## src/rtl/nand_trk_pkg.sv

```systemverilog
package nand_trk_pkg;

  localparam logic [7:0] OP_STATUS  = 8'h70;
  localparam logic [7:0] OP_STATSEL = 8'h78;
  localparam logic [7:0] OP_COLCHG  = 8'h05;
  localparam logic [7:0] OP_COLGO   = 8'hE0;
  localparam logic [7:0] OP_PROPEN  = 8'h80;
  localparam logic [7:0] OP_PREND   = 8'h10;
  localparam logic [7:0] OP_PRPLANE = 8'h11;
  localparam logic [7:0] OP_PRCACHE = 8'h15;
  localparam logic [7:0] OP_RDCACHE = 8'h31;

  // one accepted event per clock at most
  typedef enum logic [3:0] {
    EV_NONE, EV_STAT, EV_SEL_START, EV_SEL_DONE, EV_COL, EV_COL_GO,
    EV_PRG_OPEN, EV_PRG_END, EV_PRG_PLANE, EV_PRG_CACHE, EV_RD_CACHE
  } ev_t;

  typedef enum logic [1:0] {SQ_IDLE, SQ_COL, SQ_PRG, SQ_SEL} seq_t;

  typedef enum logic [1:0] {AK_NONE, AK_PROG, AK_READ} ak_t;

endpackage

```

## src/rtl/nand_trk_decode.sv

```systemverilog
module nand_trk_decode
  import nand_trk_pkg::*;
#(
  parameter int COL_CYCLES = 2,
  parameter int ROW_CYCLES = 3,
  parameter int LUN_BITS   = 1,
  parameter int LUN_ID     = 0
) (
  input  logic       clk,
  input  logic       rst_n,
  input  logic       cle,
  input  logic       ale,
  input  logic       we,
  input  logic [7:0] io,
  input  logic       rdy,
  input  logic       ardy,
  input  ak_t        arr_kind,
  output ev_t        ev,
  output logic       lun_hit
);

  localparam int PRG_ADR = COL_CYCLES + ROW_CYCLES;
  localparam int AW      = $clog2(PRG_ADR + 1);

  seq_t          seq_q, seq_d;
  logic [AW-1:0] cnt_q, cnt_d;
  logic          cmd_stb, adr_stb, prg_full, col_full, seq_en;

  assign cmd_stb  = we & cle & ~ale;
  assign adr_stb  = we & ale & ~cle;
  assign prg_full = (seq_q == SQ_PRG) && (cnt_q == AW'(PRG_ADR));
  assign col_full = (seq_q == SQ_COL) && (cnt_q == AW'(COL_CYCLES));
  assign seq_en   = cmd_stb | adr_stb;

  always_comb begin
    ev      = EV_NONE;
    seq_d   = seq_q;
    cnt_d   = cnt_q;
    lun_hit = 1'b0;
    if (cmd_stb) begin
      case (io)
        OP_STATUS: begin
          ev = EV_STAT; seq_d = SQ_IDLE;
        end
        OP_STATSEL: begin
          ev = EV_SEL_START; seq_d = SQ_SEL; cnt_d = '0;
        end
        OP_COLCHG: if (rdy) begin
          ev = EV_COL; seq_d = SQ_COL; cnt_d = '0;
        end
        OP_COLGO: if (rdy && col_full) begin
          ev = EV_COL_GO; seq_d = SQ_IDLE;
        end
        OP_PROPEN: if (rdy && (ardy || arr_kind == AK_PROG)) begin
          ev = EV_PRG_OPEN; seq_d = SQ_PRG; cnt_d = '0;
        end
        OP_PREND: if (rdy && ardy && prg_full) begin
          ev = EV_PRG_END; seq_d = SQ_IDLE;
        end
        OP_PRPLANE: if (rdy && prg_full) begin
          ev = EV_PRG_PLANE; seq_d = SQ_IDLE;
        end
        OP_PRCACHE: if (rdy && prg_full) begin
          ev = EV_PRG_CACHE; seq_d = SQ_IDLE;
        end
        OP_RDCACHE: if (rdy && (ardy || arr_kind == AK_READ)) begin
          ev = EV_RD_CACHE; seq_d = SQ_IDLE;
        end
        default: ;
      endcase
    end else if (adr_stb) begin
      case (seq_q)
        SQ_SEL: begin
          if (cnt_q == AW'(ROW_CYCLES - 1)) begin
            ev      = EV_SEL_DONE;
            lun_hit = (io[LUN_BITS-1:0] == LUN_BITS'(LUN_ID));
            seq_d   = SQ_IDLE;
          end else begin
            cnt_d = cnt_q + 1'b1;
          end
        end
        SQ_COL: if (cnt_q < AW'(COL_CYCLES)) cnt_d = cnt_q + 1'b1;
        SQ_PRG: if (cnt_q < AW'(PRG_ADR))    cnt_d = cnt_q + 1'b1;
        default: ;
      endcase
    end
  end

  always_ff @(posedge clk or negedge rst_n) begin
    if (!rst_n) begin
      seq_q <= SQ_IDLE;
      cnt_q <= '0;
    end else if (seq_en) begin
      seq_q <= seq_d;
      cnt_q <= cnt_d;
    end
  end

endmodule

```

## src/rtl/nand_trk_ready.sv

```systemverilog
module nand_trk_ready
  import nand_trk_pkg::*;
#(
  parameter int T_CBSY = 4,
  parameter int T_PROG = 24,
  parameter int T_RD   = 10
) (
  input  logic clk,
  input  logic rst_n,
  input  ev_t  ev,
  output logic rdy,
  output logic ardy,
  output ak_t  arr_kind
);

  localparam int TMAX = (T_PROG > T_RD) ? ((T_PROG > T_CBSY) ? T_PROG : T_CBSY)
                                        : ((T_RD > T_CBSY) ? T_RD : T_CBSY);
  localparam int CW   = $clog2(TMAX + 1);

  logic          rdy_q, rdy_d, ardy_q, ardy_d, tick_en;
  logic [CW-1:0] cnt_q, cnt_d;
  ak_t           pend_q, pend_d, kind_q, kind_d;

  assign tick_en = (ev == EV_PRG_END) || (ev == EV_PRG_CACHE) ||
                   (ev == EV_RD_CACHE) || !rdy_q || !ardy_q;

  always_comb begin
    rdy_d  = rdy_q;
    ardy_d = ardy_q;
    cnt_d  = cnt_q;
    pend_d = pend_q;
    kind_d = kind_q;
    case (ev)
      EV_PRG_END: begin
        rdy_d = 1'b0; ardy_d = 1'b0; cnt_d = CW'(T_PROG);
        pend_d = AK_NONE; kind_d = AK_NONE;
      end
      EV_PRG_CACHE: begin
        rdy_d = 1'b0; ardy_d = 1'b0; cnt_d = CW'(T_CBSY);
        pend_d = AK_PROG; kind_d = AK_NONE;
      end
      EV_RD_CACHE: begin
        rdy_d = 1'b0; ardy_d = 1'b0; cnt_d = CW'(T_CBSY);
        pend_d = AK_READ; kind_d = AK_NONE;
      end
      default: begin
        if (!rdy_q) begin
          if (cnt_q == CW'(1)) begin
            rdy_d  = 1'b1;
            pend_d = AK_NONE;
            if (pend_q == AK_NONE) begin
              ardy_d = 1'b1;
            end else begin
              kind_d = pend_q;
              cnt_d  = (pend_q == AK_PROG) ? CW'(T_PROG) : CW'(T_RD);
            end
          end else begin
            cnt_d = cnt_q - 1'b1;
          end
        end else if (!ardy_q) begin
          if (cnt_q == CW'(1)) begin
            ardy_d = 1'b1;
            kind_d = AK_NONE;
          end else begin
            cnt_d = cnt_q - 1'b1;
          end
        end
      end
    endcase
  end

  always_ff @(posedge clk or negedge rst_n) begin
    if (!rst_n) begin
      rdy_q  <= 1'b1;
      ardy_q <= 1'b1;
      cnt_q  <= '0;
      pend_q <= AK_NONE;
      kind_q <= AK_NONE;
    end else if (tick_en) begin
      rdy_q  <= rdy_d;
      ardy_q <= ardy_d;
      cnt_q  <= cnt_d;
      pend_q <= pend_d;
      kind_q <= kind_d;
    end
  end

  assign rdy      = rdy_q;
  assign ardy     = ardy_q;
  assign arr_kind = kind_q;

endmodule

```

## src/rtl/nand_trk_status.sv

```systemverilog
module nand_trk_status
  import nand_trk_pkg::*;
(
  input  logic       clk,
  input  logic       rst_n,
  input  ev_t        ev,
  input  logic       lun_hit,
  input  logic       re,
  input  logic       rdy,
  input  logic       ardy,
  output logic [7:0] stat_byte,
  output logic       stat_oe,
  output logic       dout_mode,
  output logic       cache_clr
);

  logic stat_q, stat_d, sel_q, sel_d, dout_q, dout_d;
  logic plane_q, plane_d, clr_q, clr_d, mode_en;

  assign mode_en = (ev != EV_NONE) || clr_q;

  always_comb begin
    stat_d  = stat_q;
    sel_d   = sel_q;
    dout_d  = dout_q;
    plane_d = plane_q;
    clr_d   = 1'b0;
    if (ev != EV_NONE) begin
      stat_d = 1'b0;
      dout_d = 1'b0;
    end
    case (ev)
      EV_STAT:      begin stat_d = 1'b1; sel_d = 1'b1;    end
      EV_SEL_DONE:  begin stat_d = 1'b1; sel_d = lun_hit; end
      EV_COL_GO:    dout_d = 1'b1;
      EV_PRG_OPEN:  clr_d = !plane_q;
      EV_PRG_PLANE: plane_d = 1'b1;
      EV_PRG_END,
      EV_PRG_CACHE: plane_d = 1'b0;
      default: ;
    endcase
  end

  always_ff @(posedge clk or negedge rst_n) begin
    if (!rst_n) begin
      stat_q  <= 1'b0;
      sel_q   <= 1'b1;
      dout_q  <= 1'b0;
      plane_q <= 1'b0;
      clr_q   <= 1'b0;
    end else if (mode_en) begin
      stat_q  <= stat_d;
      sel_q   <= sel_d;
      dout_q  <= dout_d;
      plane_q <= plane_d;
      clr_q   <= clr_d;
    end
  end

  assign stat_oe   = re & stat_q & sel_q;
  assign stat_byte = stat_oe ? {1'b1, rdy, ardy, 5'b0} : 8'h00;
  assign dout_mode = dout_q & sel_q;
  assign cache_clr = clr_q;

endmodule

```

## src/rtl/nand_die_tracker.sv

```systemverilog
module nand_die_tracker
  import nand_trk_pkg::*;
#(
  parameter int COL_CYCLES = 2,
  parameter int ROW_CYCLES = 3,
  parameter int LUN_BITS   = 1,
  parameter int LUN_ID     = 0,
  parameter int T_CBSY     = 4,
  parameter int T_PROG     = 24,
  parameter int T_RD       = 10
) (
  input  logic       clk,
  input  logic       rst_n,
  input  logic       cle_i,
  input  logic       ale_i,
  input  logic       we_i,
  input  logic       re_i,
  input  logic [7:0] io_i,
  output logic [7:0] io_o,
  output logic       io_oe_o,
  output logic       rdy_o,
  output logic       ardy_o,
  output logic       rb_n_o,
  output logic       dout_mode_o,
  output logic       cache_clr_o
);

  logic [1:0] rsync_q;
  logic       srst_n, lun_hit, rdy, ardy;
  ev_t        ev;
  ak_t        arr_kind;

  // reset asserts at once, releases on the clock
  always_ff @(posedge clk or negedge rst_n) begin
    if (!rst_n) rsync_q <= 2'b00;
    else        rsync_q <= {rsync_q[0], 1'b1};
  end
  assign srst_n = rsync_q[1];

  nand_trk_decode #(
    .COL_CYCLES(COL_CYCLES), .ROW_CYCLES(ROW_CYCLES),
    .LUN_BITS(LUN_BITS), .LUN_ID(LUN_ID)
  ) u_dec (
    .clk(clk), .rst_n(srst_n), .cle(cle_i), .ale(ale_i), .we(we_i),
    .io(io_i), .rdy(rdy), .ardy(ardy), .arr_kind(arr_kind),
    .ev(ev), .lun_hit(lun_hit)
  );

  nand_trk_ready #(
    .T_CBSY(T_CBSY), .T_PROG(T_PROG), .T_RD(T_RD)
  ) u_rdy (
    .clk(clk), .rst_n(srst_n), .ev(ev),
    .rdy(rdy), .ardy(ardy), .arr_kind(arr_kind)
  );

  nand_trk_status u_st (
    .clk(clk), .rst_n(srst_n), .ev(ev), .lun_hit(lun_hit), .re(re_i),
    .rdy(rdy), .ardy(ardy), .stat_byte(io_o), .stat_oe(io_oe_o),
    .dout_mode(dout_mode_o), .cache_clr(cache_clr_o)
  );

  assign rdy_o  = rdy;
  assign ardy_o = ardy;
  assign rb_n_o = rdy;

endmodule

```

## config.mk

```make
export PLATFORM = sky130hd
export DESIGN_NAME = nand_die_tracker
export DESIGN_NICKNAME = d
export VERILOG_FILES = /design/src/rtl/nand_trk_pkg.sv /design/src/rtl/nand_trk_decode.sv /design/src/rtl/nand_trk_ready.sv /design/src/rtl/nand_trk_status.sv /design/src/rtl/nand_die_tracker.sv
export SDC_FILE = /design/constraint.sdc
export NUM_CORES = 1
export LEC_CHECK = 0
export BUFFER_PORTS_ARGS = -buffer_cell sky130_fd_sc_hd__buf_2
export CAP_MARGIN = 20
export CORE_MARGIN = 10
export CORE_UTILIZATION = 58
export DETAILED_ROUTE_END_ITERATION = 16
export PLACE_DENSITY_LB_ADDON = 0.25
export SETUP_SLACK_MARGIN = 0.3
export SLEW_MARGIN = 10
export SYNTH_ARGS = -nofsm -noshare
export SYNTH_HDL_FRONTEND = slang
export SYNTH_SLANG_ARGS = --single-unit
```

## constraint.sdc

```tcl
create_clock -name clk -period 3.1 [get_ports clk]
set_input_delay 0.62 -clock clk [delete_from_list [all_inputs] [get_ports clk]]
set_output_delay 0.62 -clock clk [all_outputs]
set_load 0.005 [all_outputs]
```

# After elaboration in Yosys (flattened, before gate mapping)
# Cells that the tools add are included.
[op_classes]
add_sub_neg = 2
order_cmp = 2
eq_ne = 43
mux = 66
bitwise = 11
n_reduce_logical = 47
[ops]
columns = ["cell", "count"]
rows = [
  ["two-way mux 2 bit", 18],
  ["case mux 4 bit (9 select lines)", 1],
  ["two-way mux 3 bit", 11],
  ["two-way mux 5 bit", 6],
  ["== test 8 x 5 -> 1 bit (second input constant)", 3],
  ["two-way mux 4 bit", 6],
  ["inequality test 3 bit (second input constant)", 6],
  ["case mux 3 bit (3 select lines)", 2],
  ["== test 8 x 7 -> 1 bit (second input constant)", 2],
  ["== test 8 bit (second input constant)", 2],
  ["two-way mux 1 bit", 16],
  ["inequality test 4 bit (second input constant)", 4],
  ["case mux 2 bit (8 select lines)", 1],
  ["inequality test 3 x 2 -> 1 bit (second input constant)", 5],
  ["nonzero test 2 bit", 7],
  ["== test 4 x 3 -> 1 bit (second input constant)", 3],
  ["== test 4 bit (second input constant)", 3],
  ["nonzero test 4 bit", 3],
  ["AND reduction 11 bit", 1],
  ["case mux 5 bit (2 select lines)", 1],
  ["inequality test 9 bit (second input constant)", 1],
  ["AND reduction 9 bit", 1],
  ["nonzero test 3 bit", 3],
  ["== test 8 x 3 -> 1 bit (second input constant)", 1],
  ["29 further kinds", 64],
]
[totals]
reg_bits = 23
inputBits = 14
out_inout_bits = 14
wordCells = 184

# Longest topological paths before layout
[depth]
ltp_word = 12
ltp_mapped = 10
depth_no_buf = 9

# Cells and area by module
# From an unflattened synthesis, not the netlist that was laid out.
[hier_totals]
cells_unflattened = 226
hier_area_um2 = 1921.8
[modules_own_cells]
columns = ["module", "instances", "cells_each", "area_per_inst_um2", "seq_area_each_um2"]
rows = [
  ["nand_trk_decode", 1, 109, 800.8, 125.1],
  ["nand_trk_ready", 1, 82, 740.7, 277.8],
  ["nand_trk_status", 1, 31, 319.1, 126.4],
  ["nand_die_tracker", 1, 4, 61.3, 50.0],
]

# Least setup slack after synthesis
# OpenSTA, ideal clock, no wires.
[synth_path]
path_type = "input-to-reg"
start = "input io_i[1]"
end = "register u_st.sel_q"
setup_ps = 85
arrival_time_ps = 2187
required_time_ps = 3015
slack_ps = 828
cell_stages = 7
path_buffers = 0
path_cell_list = "nor4_4 > and3_4 > a221o_1 > o21ai_4 > o21ai_2 > nor2b_1 > mux2_1"
[synth_via]
elab_chain_len = 6
word_cells_on_any_way = 18
classes_between = "11 x eq/ne; 3 x mux; 4 x reduce/logical"
[synth_rtl]
columns = ["item", "line_no", "rtl"]
rows = [
  ["start: declaration", "nand_die_tracker.sv:18", "input logic [7:0] io_i,"],
  ["== test 8 x 6 -> 1 bit, or another cell as far along", "nand_trk_decode.sv:41", "case (io)"],
  ["case mux 4 bit (9 select lines) (*)", "nand_trk_decode.sv:41", ""],
  ["two-way mux 4 bit (*)", "nand_trk_decode.sv:40", "if (cmd_stb) begin"],
  ["== test 4 x 1 -> 1 bit, or another cell as far along", "nand_trk_status.sv:32", "case (ev)"],
  ["nonzero test 2 bit (no line) or logical OR 1 bit (tied branches)", "-", ""],
  ["AND reduction 2 bit (no line)", "-", ""],
  ["end signal: assignment", "nand_trk_status.sv:53", "sel_q <= sel_d;"],
  ["end: declaration", "nand_trk_status.sv:17", "logic stat_q, stat_d, sel_q, sel_d, dout_q, dout_d;"],
]
# Mark *: on every way between the ends. The rest lies on a longest branch, timed or not.
# A chain may end at the register's enable or synchronous reset.

# Final worst setup path
[layout_path]
start = "register u_rdy.rdy_q (netlist: u_rdy.rdy)"
end = "register u_rdy.pend_q[1]"
[layout_via]
elab_chain_len = 11
word_cells_on_any_way = 27
classes_between = "4 x eq/ne; 10 x mux; 13 x reduce/logical"
[layout_rtl]
columns = ["item", "line_no", "rtl"]
rows = [
  ["start: declaration", "nand_trk_ready.sv:20", "logic rdy_q, rdy_d, ardy_q, ardy_d, tick_en;"],
  ["start signal: assignment", "nand_trk_ready.sv:80", "rdy_q <= rdy_d;"],
  ["logical AND 1 bit (2 in a row)", "nand_trk_decode.sv:57", "OP_PREND: if (rdy && ardy && prg_full) begin"],
  ["two-way mux 3 bit", "nand_trk_decode.sv:57", ""],
  ["case mux 4 bit (9 select lines)", "nand_trk_decode.sv:41", ""],
  ["two-way mux 4 bit", "nand_trk_decode.sv:40", ""],
  ["== test 4 x 3 -> 1 bit or == test 4 bit (tied branches)", "nand_trk_ready.sv:24, nand_trk_ready.sv:33", ""],
  ["logical OR 1 bit (2 in a row)", "nand_trk_ready.sv:24", "assign tick_en = (ev == EV_PRG_END) || (ev == EV_PRG_CACHE) ||"],
  ["logical OR 1 bit (2 in a row)", "nand_trk_ready.sv:25", "(ev == EV_RD_CACHE) || !rdy_q || !ardy_q;"],
  ["AND reduction 3 bit (no line)", "-", ""],
  ["end signal: assignment", "nand_trk_ready.sv:83", "pend_q <= pend_d;"],
  ["end: declaration", "nand_trk_ready.sv:22", "ak_t pend_q, pend_d, kind_q, kind_d;"],
]
# Parallel ways exist; a longest one is shown, timed or not.

==> results.md <==
* Outcome: complete, no violations
* Worst-path fanout max at 15
* CP top delay family: simple AND/OR/NAND/NOR gates
* Largest net degree at the start of global routing at 22
* Min Hold Slack at 60.2 ps
* Worst-margin pin slew at 804 ps
* RSZ-0062 raised after global routing: no
* Worst endpoint data arrival time at 2550 ps
* Net Sw Frac at 25.1%
* Number of nets in the layout at 235
* Top cell type by total area after synthesis: dfrtp_1
* Area growth from synthesis to layout at 7.40%
* Clock-pin transition on the worst setup and hold timing paths at 130 ps
* Most used DFF post-synth: dfrtp_1
* Post-DP Area at 1770 sq um
* Final worst slack at 755 ps
* Port bufs at 22
* Internal power at 0.367 mW
* Crit. End Element: register
* Synthesized instance count at 196
* Die height at 73.7 um
* Total chip power at 0.490 mW
* RR Endpoint: u_rdy.pend_q[1]
* CTS tree: built
* Total length of routed wires at 3850 um
* Detail-routed net length per standard cell at 15.6 um
* Seq/Total Area, Yosys at 34.6%
* Fin crit share at 75.6%
* Ys async rst share at 100%
* Ys Warns at 0
* Setup crit start kind: register
* Fin area at 1800 sq um
* Synth top area cells: dfrtp_1, nand2_1, dfstp_2
* Cts repair resizes at 0
* Clk Tree Root Cell: clkbuf_4
* Final worst path period need at 2340 ps
* Hold Violations, Final at 0
* Hold_buf cts at 0
* HP Class: in -> async
* Slew HR at 46.4%
* Initial antenna violation count at 0
* Syn_area_per_cell at 8.53 sq um
* Diodes inserted at 0
* DRC Markers at 0
* Crit path top cell by count: and3_1
* Drt first pass iters at 4
* Full die area at 5430 sq um
* Vias in the first global route at 1466
* DRT iter0 DRCs at 96
* Grt total ovfl at 0
* # setup viols final at 0
* FP Rows at 19
* EDFF count, synth at 0
* Overall Global Routing Usage at 14.8%
* MaxCap Viol Count at 0
* Critical-path cell list: and3_1 > and3_1 > nand3_1 > and4_1 > xnor2_1 > o21ai_2 > o22ai_1
* Combinational power share at 7.8%
* Maximum vdd ir drop at 0.000274 V
* Starting density of the core at 60.7%
* Final ANT Viol Nets at 0
* GP Congestion at 0.978
* Most frequent cell after synthesis: nand2_1
* Share of the synthesized area in the top cell type at 29.9%
* FF+latch count, synth at 23
* Setup TNS at 0 ps
* Pre-CTS setup slack at 443 ps
* Clk sinks at 23
* Hpwl dp at 3060 um
* Setup Buffers After CTS at 0
* Share of layout cells above drive strength 1 at 19.1%
* Crit path largest cell delay at 700 ps
* Clock power frac at 28.8%
* Achievable Freq at 0.426 GHz
* P per Cell Area at 273 nW/um^2
* Clock buffer depth at 2
* FF-to-FF path depth at 7
* Worst path bufs/invs at 0
* Fin. max-slew vios at 0
* Worst clock skew at 8.21 ps
* Net Switching at 0.123 mW
* Reg2Reg Setup Slack at 760 ps
* Crit path kind: reg -> reg
* Mapped cell area at 1670 sq um
* Core ar. at 2760 sq um
* R2R Path Start: u_rdy.rdy
* Via density at 6.19
* Skew-Pair Late Insertion Delay at 320 ps
* Routed vias at 1522
* Die W at 73.7 um
* Global-route wire length before repair at 6620 um
* Io pins at 28
* WP data required at 3300 ps
* Post-synth cell types at 59
* Critical path's slowest cell: dfstp_2
* Commonest cells post-synth: nand2_1, nor2_1, dfrtp_1
* Sequential share of power at 63.4%
* Static Leak at 0.803 nW
* H-tree levels at 1
* CTS Buf Count at 3
[per-layer routing]
metal / vias up / global-route usage, % / wire length [um]
met3: 12 / 2.83 / 241
met5: - / 0 / 0
li1: 728 / - / -
met2: 57 / 26.9 / 1970
met1: 725 / 16.7 / 1550
met4: 0 / 4.97 / 92
[cells in the final DEF (no fill, tap or decap), drive strengths merged, types with 2 or more instances in the layout]
cell and n:
nor4 2, dfrtp 20, or2 3, o21ai 14
a22o 3, inv 8, a21oi 6, nand3 6
and2 6, nand2 24, nor2b 7, o22ai 5
a22oi 2, dfstp 3, and3 4, nand4 3
nor2 21, a21o 3, mux2 2, xnor2 2
clkbuf 3, a32o 2, buf 22, nand2b 2
nor3b 2, nor4b 3, nor3 4, conb 6
ha 5
[kinds of logic after synthesis]
group / share of synthesized area, %
compound gates: 20.3
xor+xnor: 1.57
other cells: 0.449
fa+ha+maj: 3.74
buf+inv: 5.83
mux: 1.94
simple gates: 31.5
flops: 34.6
[power groups by stage]
stage | Combinational [mW] | Sequential [mW] | Clock, mW
floorplan | 0.0225 | 0.314 | 0
global placement | 0.0352 | 0.316 | 0
detailed placement | 0.0374 | 0.316 | 0
CTS | 0.0376 | 0.311 | 0.143
global route | 0.0424 | 0.312 | 0.159
finish | 0.0384 | 0.310 | 0.141
[worst max path at each step]
| stage | start | to | slack (ps) | depth (start not counted) |
|---|---|---|---|---|
| global placement | io_i[1] | u_dec.seq_q[1] | 430 | 7 |
| CTS | io_i[1] | u_dec.seq_q[0] | 760 | 7 |
| floorplan | io_i[1] | u_st.sel_q | 830 | 7 |
| detailed placement | io_i[1] | u_dec.seq_q[0] | 440 | 7 |
| global route | u_rdy.rdy | u_rdy.pend_q[1] | 570 | 7 |
| finish | u_rdy.rdy | u_rdy.pend_q[1] | 760 | 7 |
[through the flow]
stage          std cells  util, %
6_report             246     65.2
5_1_grt              246     65.2
4_1_cts              246     65.2
3_5_place_dp         242     64.2
3_3_place_gp         242     64.2
2_1_floorplan        200        -
[registers in the layout (all words and copies together) (netlist names)]
signal / flops
u_st.plane_q: 1
u_st.dout_q: 1
u_rdy.arr_kind: 2
u_st.stat_q: 1
u_rdy.rdy: 1
u_st.cache_clr: 1
u_dec.cnt_q: 3
u_dec.seq_q: 2
u_rdy.ardy: 1
u_st.sel_q: 1
u_rdy.cnt_q: 5
rsync_q: 2
u_rdy.pend_q: 2
[cell type report]
cell class                      instances  area (sq um)
Sequential cell                        23           579
Inverter                                8          30.0
Clock buffer                            3          22.5
Tap cell                               31          38.8
Fill cell                             242           961
Timing Repair Buffer                   22           110
Clock inverter                          1          5.00
Multi-Input combinational cell        158          1010
(Power assumes the default switching activity.)
